==> config.mk <==
export PLATFORM = sky130hd
export DESIGN_NAME = lsx_unit
export DESIGN_NICKNAME = d
export VERILOG_FILES = /design/src/rtl/lsx_pkg.sv /design/src/rtl/lsx_agen.sv /design/src/rtl/lsx_legal.sv /design/src/rtl/lsx_extend.sv /design/src/rtl/lsx_unit.sv
export SDC_FILE = /design/constraint.sdc
export NUM_CORES = 1
export LEC_CHECK = 0
export ABC_AREA = 1
export CORE_ASPECT_RATIO = 1.1
export CORE_MARGIN = 2
export CORE_UTILIZATION = 45
export CTS_BUF_LIST = sky130_fd_sc_hd__clkbuf_8
export DETAILED_ROUTE_END_ITERATION = 10
export HOLD_SLACK_MARGIN = 0.08
export PLACE_DENSITY = 0.85
export RECOVER_POWER = 25
export SYNTH_ARGS = -nofsm -noshare
export SYNTH_HDL_FRONTEND = slang
export SYNTH_SLANG_ARGS = --single-unit
==> constraint.sdc <==
create_clock -name clk -period 5.4 [get_ports clk]
set_input_delay 1.08 -clock clk [delete_from_list [all_inputs] [get_ports clk]]
set_output_delay 1.08 -clock clk [all_outputs]
set_load 0.01 [all_outputs]
==> src/rtl/lsx_pkg.sv <==
package lsx_pkg;
    localparam int DW     = 32;
    localparam int RIDX_W = 4;
    localparam int NLANE  = DW / 8;
    localparam int LANE_W = $clog2(NLANE);
    localparam logic [RIDX_W-1:0] SP_IDX = 4'd13;
    localparam logic [RIDX_W-1:0] PC_IDX = 4'd15;

    typedef enum logic [2:0] {
        ACC_UB = 3'd0,
        ACC_SB = 3'd1,
        ACC_UH = 3'd2,
        ACC_SH = 3'd3,
        ACC_W  = 3'd4
    } acc_t;

    typedef enum logic [1:0] {SZ_B, SZ_H, SZ_W} size_t;

    function automatic size_t size_of(input logic [2:0] t);
        case (t)
            ACC_UH, ACC_SH: return SZ_H;
            ACC_W:          return SZ_W;
            default:        return SZ_B;
        endcase
    endfunction

    typedef struct packed {
        logic              mem_req;
        logic              mem_we;
        logic [DW-1:0]     addr;
        logic [NLANE-1:0]  be;
        logic [DW-1:0]     wdata;
        logic              done;
        logic              ill;
        logic              mis;
        logic              ld_valid;
        logic [DW-1:0]     ld_data;
        logic [RIDX_W-1:0] ld_idx;
        logic [2:0]        pend_type;
        logic [LANE_W-1:0] pend_lo;
        logic [RIDX_W-1:0] pend_idx;
    } state_t;
endpackage

==> src/rtl/lsx_agen.sv <==
module lsx_agen
    import lsx_pkg::*;
#(
    parameter int W = DW
) (
    input  logic [W-1:0]       base_val,
    input  logic [W-1:0]       ofs_val,
    input  logic [1:0]         shamt,
    input  logic [2:0]         acc_type,
    input  logic [W-1:0]       st_data,
    output logic [W-1:0]       addr,
    output logic               misalign,
    output logic [W/8-1:0]     be,
    output logic [W-1:0]       wdata
);
    localparam int NL = W / 8;
    localparam int LW = $clog2(NL);

    size_t sz;

    always_comb begin
        addr = base_val + (ofs_val << shamt);
        sz   = size_of(acc_type);
        misalign = 1'b0;
        be       = '0;
        wdata    = '0;
        case (sz)
            SZ_B: begin
                be = NL'(1) << addr[LW-1:0];
                for (int i = 0; i < NL; i++) wdata[i*8 +: 8] = st_data[7:0];
            end
            SZ_H: begin
                misalign = addr[0];
                be = addr[1] ? NL'(4'b1100) : NL'(4'b0011);
                for (int i = 0; i < NL/2; i++) wdata[i*16 +: 16] = st_data[15:0];
            end
            default: begin
                misalign = |addr[LW-1:0];
                be = '1;
                wdata = st_data;
            end
        endcase
    end
endmodule

==> src/rtl/lsx_legal.sv <==
module lsx_legal
    import lsx_pkg::*;
#(
    parameter int IW = RIDX_W
) (
    input  logic          is_store,
    input  logic [2:0]    acc_type,
    input  logic [IW-1:0] base_idx,
    input  logic [IW-1:0] ofs_idx,
    input  logic [IW-1:0] xfer_idx,
    output logic          illegal
);
    logic bad_type, bad_base, bad_ofs, bad_xfer, is_word;

    always_comb begin
        is_word  = (acc_type == ACC_W);
        bad_type = (acc_type > ACC_W) ||
                   (is_store && (acc_type == ACC_SB || acc_type == ACC_SH));
        bad_base = (base_idx == PC_IDX);
        bad_ofs  = (ofs_idx == SP_IDX) || (ofs_idx == PC_IDX);
        bad_xfer = ((xfer_idx == SP_IDX) && !is_word) ||
                   ((xfer_idx == PC_IDX) && (!is_word || is_store));
        illegal  = bad_type || bad_base || bad_ofs || bad_xfer;
    end
endmodule

==> src/rtl/lsx_extend.sv <==
module lsx_extend
    import lsx_pkg::*;
#(
    parameter int W = DW
) (
    input  logic [2:0]              acc_type,
    input  logic [$clog2(W/8)-1:0]  lo,
    input  logic [W-1:0]            word,
    output logic [W-1:0]            result
);
    logic [7:0]  b;
    logic [15:0] h;

    always_comb begin
        b = 8'(word >> {lo, 3'b000});
        h = lo[1] ? word[31:16] : word[15:0];
        case (acc_type)
            ACC_UB:  result = {{(W-8){1'b0}}, b};
            ACC_SB:  result = {{(W-8){b[7]}}, b};
            ACC_UH:  result = {{(W-16){1'b0}}, h};
            ACC_SH:  result = {{(W-16){h[15]}}, h};
            default: result = word;
        endcase
    end
endmodule

==> src/rtl/lsx_unit.sv <==
module lsx_unit
    import lsx_pkg::*;
(
    input  logic              clk,
    input  logic              rst_n,
    input  logic              req_valid,
    input  logic              req_store,
    input  logic [2:0]        req_type,
    input  logic [31:0]       base_val,
    input  logic [3:0]        base_idx,
    input  logic [31:0]       ofs_val,
    input  logic [3:0]        ofs_idx,
    input  logic [1:0]        shamt,
    input  logic [3:0]        xfer_idx,
    input  logic [31:0]       st_data,
    output logic              mem_req,
    output logic              mem_we,
    output logic [31:0]       mem_addr,
    output logic [3:0]        mem_be,
    output logic [31:0]       mem_wdata,
    input  logic              mem_rvalid,
    input  logic [31:0]       mem_rdata,
    output logic              acc_done,
    output logic              acc_illegal,
    output logic              acc_misalign,
    output logic              ld_valid,
    output logic [31:0]       ld_data,
    output logic [3:0]        ld_idx
);
    state_t s_d, s_q;

    logic [DW-1:0]    ag_addr, ag_wdata, ext_res;
    logic [NLANE-1:0] ag_be;
    logic             ag_mis, lg_ill;

    lsx_agen #(.W(DW)) u_agen (
        .base_val(base_val), .ofs_val(ofs_val), .shamt(shamt),
        .acc_type(req_type), .st_data(st_data),
        .addr(ag_addr), .misalign(ag_mis), .be(ag_be), .wdata(ag_wdata)
    );

    lsx_legal #(.IW(RIDX_W)) u_legal (
        .is_store(req_store), .acc_type(req_type), .base_idx(base_idx),
        .ofs_idx(ofs_idx), .xfer_idx(xfer_idx), .illegal(lg_ill)
    );

    lsx_extend #(.W(DW)) u_ext (
        .acc_type(s_q.pend_type), .lo(s_q.pend_lo), .word(mem_rdata),
        .result(ext_res)
    );

    always_comb begin
        s_d          = s_q;
        s_d.done     = req_valid;
        s_d.mem_req  = req_valid && !lg_ill && !ag_mis;
        s_d.ld_valid = mem_rvalid;
        if (req_valid) begin
            s_d.ill   = lg_ill;
            s_d.mis   = ag_mis;
            s_d.addr  = ag_addr;
            s_d.mem_we = req_store;
            s_d.be    = req_store ? ag_be : '0;
            s_d.wdata = req_store ? ag_wdata : '0;
            if (!req_store && !lg_ill && !ag_mis) begin
                s_d.pend_type = req_type;
                s_d.pend_lo   = ag_addr[LANE_W-1:0];
                s_d.pend_idx  = xfer_idx;
            end
        end
        if (mem_rvalid) begin
            s_d.ld_data = ext_res;
            s_d.ld_idx  = s_q.pend_idx;
        end
    end

    always_ff @(posedge clk) begin
        if (!rst_n) s_q <= '0;
        else        s_q <= s_d;
    end

    assign mem_req      = s_q.mem_req;
    assign mem_we       = s_q.mem_we;
    assign mem_addr     = s_q.addr;
    assign mem_be       = s_q.be;
    assign mem_wdata    = s_q.wdata;
    assign acc_done     = s_q.done;
    assign acc_illegal  = s_q.ill;
    assign acc_misalign = s_q.mis;
    assign ld_valid     = s_q.ld_valid;
    assign ld_data      = s_q.ld_data;
    assign ld_idx       = s_q.ld_idx;

    assert_no_req_on_fault_R9: assert property (@(posedge clk) disable iff (!rst_n)
        mem_req |-> (acc_done && !acc_illegal && !acc_misalign));
    assert_done_after_req_R9: assert property (@(posedge clk) disable iff (!rst_n)
        req_valid |=> acc_done);
    assert_be_shape_R2: assert property (@(posedge clk) disable iff (!rst_n)
        (mem_req && mem_we) |-> (mem_be inside {4'b0001, 4'b0010, 4'b0100,
                                  4'b1000, 4'b0011, 4'b1100, 4'b1111}));
    assert_word_aligned_R8: assert property (@(posedge clk) disable iff (!rst_n)
        (mem_req && mem_we && mem_be == 4'b1111) |-> (mem_addr[1:0] == 2'b00));
    assert_ld_after_rvalid_R12: assert property (@(posedge clk) disable iff (!rst_n)
        mem_rvalid |=> ld_valid);
endmodule

==> impl_metrics.json <==
{
  "overflow": 0,
  "period_share": 0.817,
  "cts_setup_buffers": 0,
  "wl_per_cell_um": 15.4,
  "vias_per_cell": 5.09,
  "slew_headroom": -0.610,
  "grt_pass1_vias": 8679,
  "final_layout_size_suffix_gt1_frac": 0.0354,
  "dr.pass1.iters": 8,
  "fill_cells": 1868,
  "gp_congestion": 0.942,
  "maxCapViolations": 2,
  "fin_ws_ns": 0.989,
  "cts_root_buffer": "clkbuf_8",
  "postRouteWirelength_um": 27700,
  "finalHoldViolations": 0,
  "port_buffers": 258,
  "die_y_um": 151,
  "cts.sinks": 119,
  "num_io_pins": 260,
  "slew_viol_final": 108,
  "stdcell_area_um2": 11200,
  "clkTransAtPathRegs_ns": 0.09,
  "worst_setup_path_end_kind": "flip-flop",
  "core_um2": 19200,
  "p_leak_nw": 5.64,
  "fin_worst_skew_ns": 0.0192,
  "track_usage": 0.258,
  "clock_latency_ns": 0.45,
  "drc": 0,
  "place_area_um2": 10800,
  "cp_data_arrival_time_ns": 4.74,
  "violations": "capacitance limit, slew limit",
  "h-tree-depth": 4,
  "placementRows": 53,
  "setup_violations": 0,
  "area_growth_syn_to_layout_pct": 25.6,
  "cts_made_buffers": 17,
  "cts_tree": "done",
  "final_cell_mix": "360 x nand2_1, 213 x clkdlybuf4s50_1, 206 x inv_1",
  "status": "complete, but fails checks",
  "hpwl_um": 21300,
  "final_common_cell": "nand2_1",
  "grt_pass1_wl_um": 43400,
  "ys_ff_latch": 119,
  "antenna_found_initial": 0,
  "tightest_slew_ns": 2.41,
  "drt_iter0_drc": 804,
  "synth_nets": 1596,
  "hold_class": "flip-flop to flip-flop",
  "clockBufferDepth": 2,
  "synth_cell_type_count": 37,
  "ctsHoldBuffers": 0,
  "startpoint_type": "input pin",
  "syn_inst": 1414,
  "power.density_nw_per_um2": 240,
  "nets": 1722,
  "grt_start_max_net_pins": 56,
  "syn_area_um2": 8890,
  "fin_setup_tns_ns": 0,
  "min_period_ns": 4.41,
  "ant_nets": 0,
  "antenna_cells": 0,
  "placed_cells": 1768,
  "path_class": "input pin to flip-flop",
  "post_cts_resized": 0,
  "critPathMaxFanout": 51,
  "power_w": 0.00268,
  "yosysWarnings": 0,
  "die_w_um": 138,
  "ir_drop_mv": 0.128,
  "clock.fmax_mhz": 227,
  "seq_area_frac_synth": 0.268,
  "start_util": 0.462,
  "pre_cts_ws_ns": 1.17,
  "instances_no_fill": 1800,
  "vias": 9169,
  "die_area_um2": 20900,
  "grt_setup_unrepaired": "no",
  "crit_required_ns": 5.73,
  "postSynthAreaPerCell_um2": 6.29
}
==> flip-flops by register name (all words and copies together) (netlist names) <==
name / cells
acc_done: 1
acc_illegal: 1
acc_misalign: 1
ld_data: 32
ld_idx: 4
ld_valid: 1
mem_addr: 32
mem_be: 4
mem_req: 1
mem_wdata: 32
mem_we: 1
s_q: 9
==> report_power, final <==
part | internal, W | leakage (nW) | switching [W]
Sequential | 0.000942 | 0.980 | 0.0000404
Clock | 0.000374 | 0.187 | 0.000433
Combinational | 0.000397 | 4.47 | 0.000497
==> final cells by class <==
class	instances	area, um^2	share of cell area
multi-input cells	928	4710	0.422
repair buffers	264	2600	0.233
flip-flops and latches	119	2380	0.213
inverters	210	788	0.0706
well taps	247	309	0.0277
clock buffers	17	234	0.0209
clock inverters	15	143	0.0128
==> cell usage after synthesis, drive strengths merged <==
library cell | count | area (um^2)
o22ai | 1 | 6.26
nand3 | 73 | 365
ha | 31 | 388
xor2 | 7 | 61.3
clkinv | 1 | 3.75
mux2i | 49 | 490
a31o | 3 | 26.3
o21bai | 3 | 22.5
nand4 | 4 | 25.0
o2111ai | 1 | 8.76
a31oi | 2 | 12.5
o221ai | 3 | 26.3
a21o | 1 | 7.51
dfxtp | 119 | 2380
o21ai | 109 | 549
nand2 | 365 | 1390
inv | 209 | 785
o211ai | 23 | 173
or2 | 2 | 12.5
clkbuf | 34 | 128
buf | 123 | 886
xnor2 | 8 | 70.1
nor3 | 5 | 25.0
fa | 1 | 20.0
nor4 | 1 | 6.26
a21oi | 105 | 529
nor2 | 131 | 497
==> worst paths after layout <==
check | start | end | slack, ns | depth (start not counted)
hold reg to reg | mem_we | mem_we | 0.47 | 2
setup reg to reg | s_q[8] | ld_data[2] | 3.21 | 5
setup / recovery | mem_rvalid | ld_data[9] | 0.99 | 7
hold / removal | mem_we | mem_we | 0.47 | 2
==> per-stage QoR <==
step | hold WS, ns | utilization
floorplan | 0.446 | -
global placement | 0.452 | 0.562
detailed placement | 0.454 | 0.562
CTS | 0.465 | 0.581
global route | 0.486 | 0.581
finish | 0.465 | 0.581
==> metal layers <==
| layer | GRT usage | vias to the layer above | wire length, um |
|---|---|---|---|
| met5 | 0 | - | 0 |
| met4 | 0.136 | 0 | 1260 |
| met3 | 0.0439 | 70 | 1760 |
| met2 | 0.450 | 380 | 13300 |
| met1 | 0.305 | 4089 | 11400 |
| li1 | - | 4630 | - |
==> critical path: stages <==
cell	delay (ns)
dlygate4sd3_1	0.52
clkbuf_1	1.47
inv_1	0.96
a21oi_1	0.35
nand3_1	0.16
o211ai_1	0.12
inv_1	0.07
==> cell families (layout without fill, tap and decap cells) <==
group                    after synthesis  count (layout)  synth area share
XOR/XNOR                              15              15            0.0148
adder cells (fa/ha/maj)               32              32            0.0459
AND/OR/NAND/NOR                      581             581             0.261
buffers and inverters                367             506             0.203
flip-flops                           119             119             0.268
AO/OA/AOI/OAI                        251             251             0.153
multiplexers                          49              49            0.0551
No activity file was read; power rests on OpenSTA's default activity.
